## config.mk

```make
export PLATFORM = sky130hd
export DESIGN_NAME = mcu_xport
export DESIGN_NICKNAME = d
export VERILOG_FILES = /design/src/rtl/xport_pkg.sv /design/src/rtl/xport_pterm.sv /design/src/rtl/xport_regs.sv /design/src/rtl/xport_pin_slice.sv /design/src/rtl/mcu_xport.sv
export SDC_FILE = /design/constraint.sdc
export NUM_CORES = 1
export LEC_CHECK = 0
export BUFFER_PORTS_ARGS = -buffer_cell sky130_fd_sc_hd__buf_4
export CELL_PAD_IN_SITES_DETAIL_PLACEMENT = 1
export CELL_PAD_IN_SITES_GLOBAL_PLACEMENT = 2
export CORE_ASPECT_RATIO = 0.8
export CORE_MARGIN = 5
export CORE_UTILIZATION = 16
export DETAILED_ROUTE_END_ITERATION = 7
export GPL_ROUTABILITY_DRIVEN = 0
export PLACE_DENSITY = 0.95
export SLEW_MARGIN = 25
export SYNTH_ARGS = -nofsm -noshare
export SYNTH_HDL_FRONTEND = slang
export SYNTH_HIERARCHICAL = 1
export SYNTH_SLANG_ARGS = --single-unit
```

## constraint.sdc

```tcl
create_clock -name clk -period 2.3 [get_ports clk]
set_clock_uncertainty 0.05 [all_clocks]
set_input_delay 0.46 -clock clk [delete_from_list [all_inputs] [get_ports clk]]
set_output_delay 0.46 -clock clk [all_outputs]
set_load 0.03 [all_outputs]
```

## src/rtl/xport_pkg.sv

```systemverilog
package xport_pkg;
    typedef enum logic [1:0] {
        PM_GPIO     = 2'd0,
        PM_CHIPSEL  = 2'd1,
        PM_LOGIC_IN = 2'd2,
        PM_RSVD     = 2'd3
    } pin_mode_e;

    localparam int OFS_DIN  = 0;
    localparam int OFS_DOUT = 1;
    localparam int OFS_DIR  = 2;
    localparam int CLK_PIN  = 1;
    localparam int CSI_PIN  = 2;
endpackage

```

## src/rtl/xport_pterm.sv

```systemverilog
module xport_pterm #(
    parameter int AW = 16
) (
    input  logic [AW-1:0] addr,
    input  logic [AW-1:0] care,
    input  logic [AW-1:0] match,
    output logic          hit
);
    // every cared bit must equal its match value
    assign hit = ~|((addr ^ match) & care);
endmodule

```

## src/rtl/xport_regs.sv

```systemverilog
module xport_regs
    import xport_pkg::*;
#(
    parameter int          AW   = 16,
    parameter int          NPIN = 3,
    parameter logic [15:0] BASE = 16'h0200
) (
    input  logic            clk,
    input  logic            rst_n,
    input  logic [AW-1:0]   bus_addr,
    input  logic            bus_wr,
    input  logic [NPIN-1:0] bus_wdata,
    input  logic [NPIN-1:0] pin_in,
    output logic [NPIN-1:0] dout_q,
    output logic [NPIN-1:0] dir_q,
    output logic [NPIN-1:0] rdata
);
    localparam logic [AW-1:0] A_DIN  = AW'(BASE) + AW'(OFS_DIN);
    localparam logic [AW-1:0] A_DOUT = AW'(BASE) + AW'(OFS_DOUT);
    localparam logic [AW-1:0] A_DIR  = AW'(BASE) + AW'(OFS_DIR);

    logic [NPIN-1:0] sync_a, sync_b;

    always_ff @(posedge clk or negedge rst_n) begin
        if (!rst_n) begin
            dout_q <= '0;
            dir_q  <= '0;
        end else if (bus_wr) begin
            if (bus_addr == A_DOUT) dout_q <= bus_wdata;
            if (bus_addr == A_DIR)  dir_q  <= bus_wdata;
        end
    end

    always_ff @(posedge clk or negedge rst_n) begin
        if (!rst_n) begin
            sync_a <= '0;
            sync_b <= '0;
        end else begin
            sync_a <= pin_in;
            sync_b <= sync_a;
        end
    end

    always_comb begin
        rdata = '0;
        if (bus_addr == A_DIN)       rdata = sync_b;
        else if (bus_addr == A_DOUT) rdata = dout_q;
        else if (bus_addr == A_DIR)  rdata = dir_q;
    end
endmodule

```

## src/rtl/xport_pin_slice.sv

```systemverilog
module xport_pin_slice
    import xport_pkg::*;
(
    input  pin_mode_e mode,
    input  logic      cs_hit,
    input  logic      oe_hit,
    input  logic      cs_pol,
    input  logic      oe_pt,
    input  logic      dout,
    input  logic      dir,
    input  logic      force_in,
    input  logic      pad_in,
    output logic      pad_out,
    output logic      pad_oe,
    output logic      logic_in
);
    logic drive_en;

    always_comb begin
        drive_en = oe_pt ? oe_hit : dir;
        pad_out  = 1'b0;
        pad_oe   = 1'b0;
        logic_in = 1'b0;
        unique case (mode)
            PM_GPIO: begin
                pad_out = dout;
                pad_oe  = drive_en;
            end
            PM_CHIPSEL: begin
                pad_out = cs_pol ? cs_hit : ~cs_hit;
                pad_oe  = drive_en;
            end
            PM_LOGIC_IN, PM_RSVD: begin
                logic_in = pad_in;
            end
        endcase
        if (force_in) pad_oe = 1'b0;
    end
endmodule

```

## src/rtl/mcu_xport.sv

```systemverilog
module mcu_xport
    import xport_pkg::*;
#(
    parameter int          AW   = 16,
    parameter int          NPIN = 3,
    parameter logic [15:0] BASE = 16'h0200
) (
    input  logic              clk,
    input  logic              rst_n,
    input  logic [AW-1:0]     bus_addr,
    input  logic              bus_wr,
    input  logic [NPIN-1:0]   bus_wdata,
    output logic [NPIN-1:0]   bus_rdata,
    input  logic [2*NPIN-1:0] cfg_mode,
    input  logic [NPIN-1:0]   cfg_cs_pol,
    input  logic [NPIN-1:0]   cfg_oe_pt,
    input  logic [NPIN-1:0]   cfg_slew,
    input  logic              cfg_clk_pin,
    input  logic              cfg_csi_pin,
    input  logic [NPIN*AW-1:0] cs_care,
    input  logic [NPIN*AW-1:0] cs_match,
    input  logic [NPIN*AW-1:0] oe_care,
    input  logic [NPIN*AW-1:0] oe_match,
    input  logic [NPIN-1:0]   pin_in,
    output logic [NPIN-1:0]   pin_out,
    output logic [NPIN-1:0]   pin_oe,
    output logic [NPIN-1:0]   pin_fast,
    output logic [NPIN-1:0]   plc_in,
    output logic              mc_clk,
    output logic              mem_standby
);
    logic [NPIN-1:0] dout_q, dir_q, cs_hit, oe_hit;

    xport_regs #(.AW(AW), .NPIN(NPIN), .BASE(BASE)) regs_i (
        .clk(clk), .rst_n(rst_n), .bus_addr(bus_addr), .bus_wr(bus_wr),
        .bus_wdata(bus_wdata), .pin_in(pin_in), .dout_q(dout_q),
        .dir_q(dir_q), .rdata(bus_rdata)
    );

    for (genvar i = 0; i < NPIN; i++) begin : g_pin
        localparam bit IS_CLK = (i == CLK_PIN);
        localparam bit IS_CSI = (i == CSI_PIN);
        logic force_in;
        assign force_in = (IS_CLK && cfg_clk_pin) || (IS_CSI && cfg_csi_pin);

        xport_pterm #(.AW(AW)) cs_term_i (
            .addr(bus_addr), .care(cs_care[i*AW +: AW]),
            .match(cs_match[i*AW +: AW]), .hit(cs_hit[i])
        );
        xport_pterm #(.AW(AW)) oe_term_i (
            .addr(bus_addr), .care(oe_care[i*AW +: AW]),
            .match(oe_match[i*AW +: AW]), .hit(oe_hit[i])
        );
        xport_pin_slice slice_i (
            .mode(pin_mode_e'(cfg_mode[2*i +: 2])), .cs_hit(cs_hit[i]),
            .oe_hit(oe_hit[i]), .cs_pol(cfg_cs_pol[i]), .oe_pt(cfg_oe_pt[i]),
            .dout(dout_q[i]), .dir(dir_q[i]), .force_in(force_in),
            .pad_in(pin_in[i]), .pad_out(pin_out[i]), .pad_oe(pin_oe[i]),
            .logic_in(plc_in[i])
        );
    end

    assign pin_fast    = cfg_slew;
    assign mc_clk      = cfg_clk_pin & pin_in[CLK_PIN];
    assign mem_standby = cfg_csi_pin & pin_in[CSI_PIN];
endmodule

```

## Yosys cells after proc, flatten, opt, wreduce, memory -nomap -nowiden

Index checks and enable logic that the tools add are counted.

| storage, ports and cells | value |
|---|---|
| register bits after elaboration | 12 |
| input bits | 234 |
| output and inout port bits | 17 |
| logic and storage cells | 73 |

| operators by class | value |
|---|---|
| equal/unequal tests | 12 |
| muxes and demuxes | 20 |
| bitwise gates (word level) | 14 |
| reductions and logical operators | 23 |

Operators with widths:

| cell | count |
|---|---|
| $and A16 B16 Y16 | 6 |
| $reduce_or A16 Y1 | 6 |
| $xor A16 B16 Y16 | 6 |
| $eq A16 B10 Y1 const B | 3 |
| $mux W1 | 14 |
| $eq A2 B2 Y1 const B | 6 |
| $reduce_or A2 Y1 | 6 |
| $mux W3 | 3 |
| $eq A2 B1 Y1 const B | 3 |
| $logic_not A1 Y1 | 6 |
| $logic_not A2 Y1 | 3 |
| $pmux W1 S2 | 3 |
| $reduce_and A2 Y1 | 2 |
| $and A1 B1 Y1 | 2 |

## Logic depth before layout (Yosys ltp)

| depth | value |
|---|---|
| depth after elaboration | 7 |
| depth in mapped cells | 6 |
| depth with buffers taken out | 6 |

## Cells and area by module

Netlist, hierarchy kept.

Modules (own cells, without submodules):

| module | times used | cells an instance | area each (um^2) | seq. area each (um^2) |
|---|---|---|---|---|
| xport_pterm | 6 | 27 | 216.5 | 0.0 |
| xport_regs | 1 | 39 | 541.8 | 300.3 |
| xport_pin_slice | 3 | 7 | 48.8 | 0.0 |
| mcu_xport | 1 | 6 | 38.8 | 0.0 |

## Worst setup path before layout

OpenSTA, ideal clock, no wires.

| timing path | value |
|---|---|
| path type | input port to output port |
| start | input port oe_match[5] |
| end | output port pin_oe[0] |
| arrival time | 1694 ps |
| data required time | 1790 ps |
| path slack | 96 ps |
| stages on the path | 6 |
| path buffers | 0 |
| cells stage by stage | xor2_1 > a22oi_1 > nand4_1 > nor2_1 > mux2i_1 > nor3_1 |

| between the ends | value |
|---|---|
| cells in the longest elaborated chain, start to end | 6 |

RTL lines:

| what | RTL line | RTL |
|---|---|---|
| from (decl) | mcu_xport.sv:23 | `input logic [NPIN*AW-1:0] oe_match,` |
| $xor A16 B16 Y16 | xport_pterm.sv:10 | `assign hit = ~\|((addr ^ match) & care);` |
| $and A16 B16 Y16 | xport_pterm.sv:10 |  |
| $reduce_or A16 Y1 | xport_pterm.sv:10 |  |
| $logic_not A1 Y1 | xport_pterm.sv:10 |  |
| via oe_hit[0] | mcu_xport.sv:32 | `logic [NPIN-1:0] dout_q, dir_q, cs_hit, oe_hit;` |
| $mux W1 | xport_pin_slice.sv:20 | `drive_en = oe_pt ? oe_hit : dir;` |
| $mux W1 | xport_pin_slice.sv:24 | `unique case (mode)` |
| to (decl) | mcu_xport.sv:26 | `output logic [NPIN-1:0] pin_oe,` |

The timed path passes the listed nets, and every way through them passes these cells.

## Worst setup path after layout

| timing path | value |
|---|---|
| start | input port bus_addr[12] |
| end | output port pin_out[2] |

| between the ends | value |
|---|---|
| cells in the longest elaborated chain, start to end | 6 |

RTL lines:

| what | RTL line | RTL |
|---|---|---|
| from (decl) | mcu_xport.sv:10 | `input logic [AW-1:0] bus_addr,` |
| $xor A16 B16 Y16 | xport_pterm.sv:10 |  |
| $and A16 B16 Y16 | xport_pterm.sv:10 |  |
| $reduce_or A16 Y1 | xport_pterm.sv:10 |  |
| $logic_not A1 Y1 | xport_pterm.sv:10 |  |
| via cs_hit[2] | mcu_xport.sv:32 |  |
| $mux W1 | xport_pin_slice.sv:30 | `pad_out = cs_pol ? cs_hit : ~cs_hit;` |
| $pmux W1 S2 | xport_pin_slice.sv:24 |  |
| to (decl) | mcu_xport.sv:25 | `output logic [NPIN-1:0] pin_out,` |

The timed path passes the listed nets, and every way through them passes these cells.

==> results.cfg <==
[run_status]
status = finished, violations left
violations = negative setup slack

[final_layout]
fillers = 1467
num_antenna_cells = 0
final_cells = 684
syn2layout_area_growth_pct = 129
nNetsFinal = 748
layout-drive-gt1-share = 0.616

[grt]
met3_usage = 0.0477
grt_pass1_wl_um = 19100
grt_busiest_layer = met2
grt-ovfl-total = 0
grt_max_degree = 13
grt_pass1_vias = 3563
grt.met2_usage = 0.302
gr-usage-met1 = 0.181
antenna_found_initial = 1
grtUsageTotal = 0.165

[clock_network]
cts_root_buf = clkbuf_16
cts_num_sinks = 12
ctsHoldBuffers = 0
ctsLongestPathBuffers = 2
cts.clk_slew.worst_paths_ps = 40
htreeDepth = 1
clkLatencyLatePin_ps = 240
cts_tree = done
cts_buffers = 3

[setup_path]
cp_common_cell = buf_6
path_cells = buf_8 -> buf_6 -> xor2_1 -> a22oi_1 -> nand4_1 -> nor2_4 -> xnor2_2 -> a22o_1 -> buf_6
ff2ff_setup_slack_ps = 1450
slowest_stage = nand4_1
cp.required_ps = 1790
slowest_delay_ps = 250
crit_fanout = 5
critPathArrivalTime_ps = 1960
startpoint_type = input pin
crit_path_end_kind = output port
crit_type = in2out
crit_buf_inv = 3
cp_top_family = compound AO/OA/AOI/OAI gates

[die]
die_h_um = 111
pin_count = 251
start_util = 0.165
die_area_um2 = 15000
row_count = 36
design.core.area_um2 = 12300
die_w_um = 136

[timing]
fmaxAchievable_mhz = 405
setup_slack_ps = -167
slew_violations = 0
setup_viol = 6
period_minus_slack_ps = 2470
hold_viol = 0
period_share = 1.07
tns_ps = -481
rsz0062_at_grt = true

[yosys]
synth_cells = 228
yosysWarnings = 6
syn_area_um2 = 2030
synth-seq-cells = 12
synth_nets = 462
seq_area_frac_synth = 0.148
syn_area_per_cell_um2 = 8.88
synth.distinct_cells = 23

[routing]
finalWirelength_um = 13200
drtPass1Iterations = 4
vias = 2988
drc = 0
drtIter0Drc = 36
wl_per_cell_um = 19.4
ant_nets = 0
vias_per_cell = 4.37

[job]
drv_cap = 0

[placed_design]
dpl.cell_count = 671
portBuffers = 244
hpwl_um = 11800

[power]
p_leak_uw = 0.00235
power_density_nw_per_um2 = 287
peakVddDrop_mv = 0.228

[min_path]
hold_path_class = in2async
==> cell usage in the layout, fill, tap and decap left out, drive strengths merged, types with 4 or more instances in the layout <==
| cell type | instances |
|---|---|
| mux2 | 6 |
| buf | 285 |
| nor2 | 10 |
| mux2i | 6 |
| and2 | 8 |
| xor2 | 96 |
| dfrtp | 12 |
| nor2b | 4 |
| a22oi | 48 |
| clkbuf | 4 |
| nand4 | 12 |
==> final timing paths <==
check,start,end,cells past startpoint
setup / recovery,bus_addr[12],pin_out[2],9
hold / removal,rst_n,regs_i/dout_q[0],1
setup reg to reg,regs_i/dout_q[2],regs_i/dout_q[2],1
hold reg to reg,regs_i/sync_a[2],regs_i/sync_b[2],0
max in group asynchronous,rst_n,regs_i/sync_b[1],1
min in group clk,regs_i/sync_a[2],regs_i/sync_b[2],0
==> routing by layer <==
layer	part of all wire	up-vias
li1	-	1402
met1	0.37	1385
met2	0.51	174
met3	0.094	25
met4	0.026	2
met5	0.00068	-
==> synth_stat cells (all sizes together) <==
cell type,count,area (um2)
a22oi,48,360
nor4,2,12.5
nor3,3,15.0
conb,1,3.75
mux2,6,78.8
xor2,96,841
buf,3,22.5
clkbuf,1,5.00
nor4b,1,15.0
nand3,1,10.0
nand2,3,11.3
o21ai,3,15.0
xnor2,3,26.3
dfrtp,12,300
nor2,10,37.5
mux2i,6,60.1
a22o,3,26.3
nand4,12,75.1
and2,8,50.1
nand4b,1,23.8
nor2b,4,25.0
and4,1,11.3
==> layout make-up <==
class,count,area (um2),share of cell area
tap,171,214,0.0460
timing repair buffer,285,2250,0.484
sequential,12,300,0.0646
multi-input combinational,212,1800,0.386
clock buffer,4,88.8,0.0191
==> state kept, by name (all words and copies together), names as in the netlist <==
name and flops:
regs_i/sync_b 3, regs_i/dout_q 3, regs_i/dir_q 3, regs_i/sync_a 3
==> kinds of logic after synthesis <==
kind of cell           count (synthesis)  share of synthesized area
multiplexers                          12                     0.0686
flip-flops                            12                      0.148
buffers and inverters                  4                     0.0136
AND/OR/NAND/NOR                       46                      0.141
XOR/XNOR                              99                      0.428
other                                  1                    0.00185
AO/OA/AOI/OAI                         54                      0.198
==> report_power, final <==
group | switching, uW | internal [uW] | total [uW]
combinational | 307 | 455 | 761
sequential | 1.18 | 217 | 218
clock | 89.8 | 262 | 352
total | 398 | 934 | 1330
==> metrics by stage <==
stage	instance area, um2	power, uW	utilization	hold slack [ps]	setup slack, ps
after floorplan	2030	448	-	114	96.1
after global placement	4300	923	0.349	252	-238
after detailed placement	4300	943	0.349	257	-292
after CTS	4590	1340	0.373	1.64	-170
after global routing	4650	1410	0.378	9.06	-294
final	4650	1330	0.378	0.493	-167
==> timing repair <==
action	CTS	global route
resized for setup	34	12
pin swaps	36	17
buffers inserted	9	3
gates cloned	0	0
setup endpoints to repair	6	7
Power figures use the tool's default switching activity.
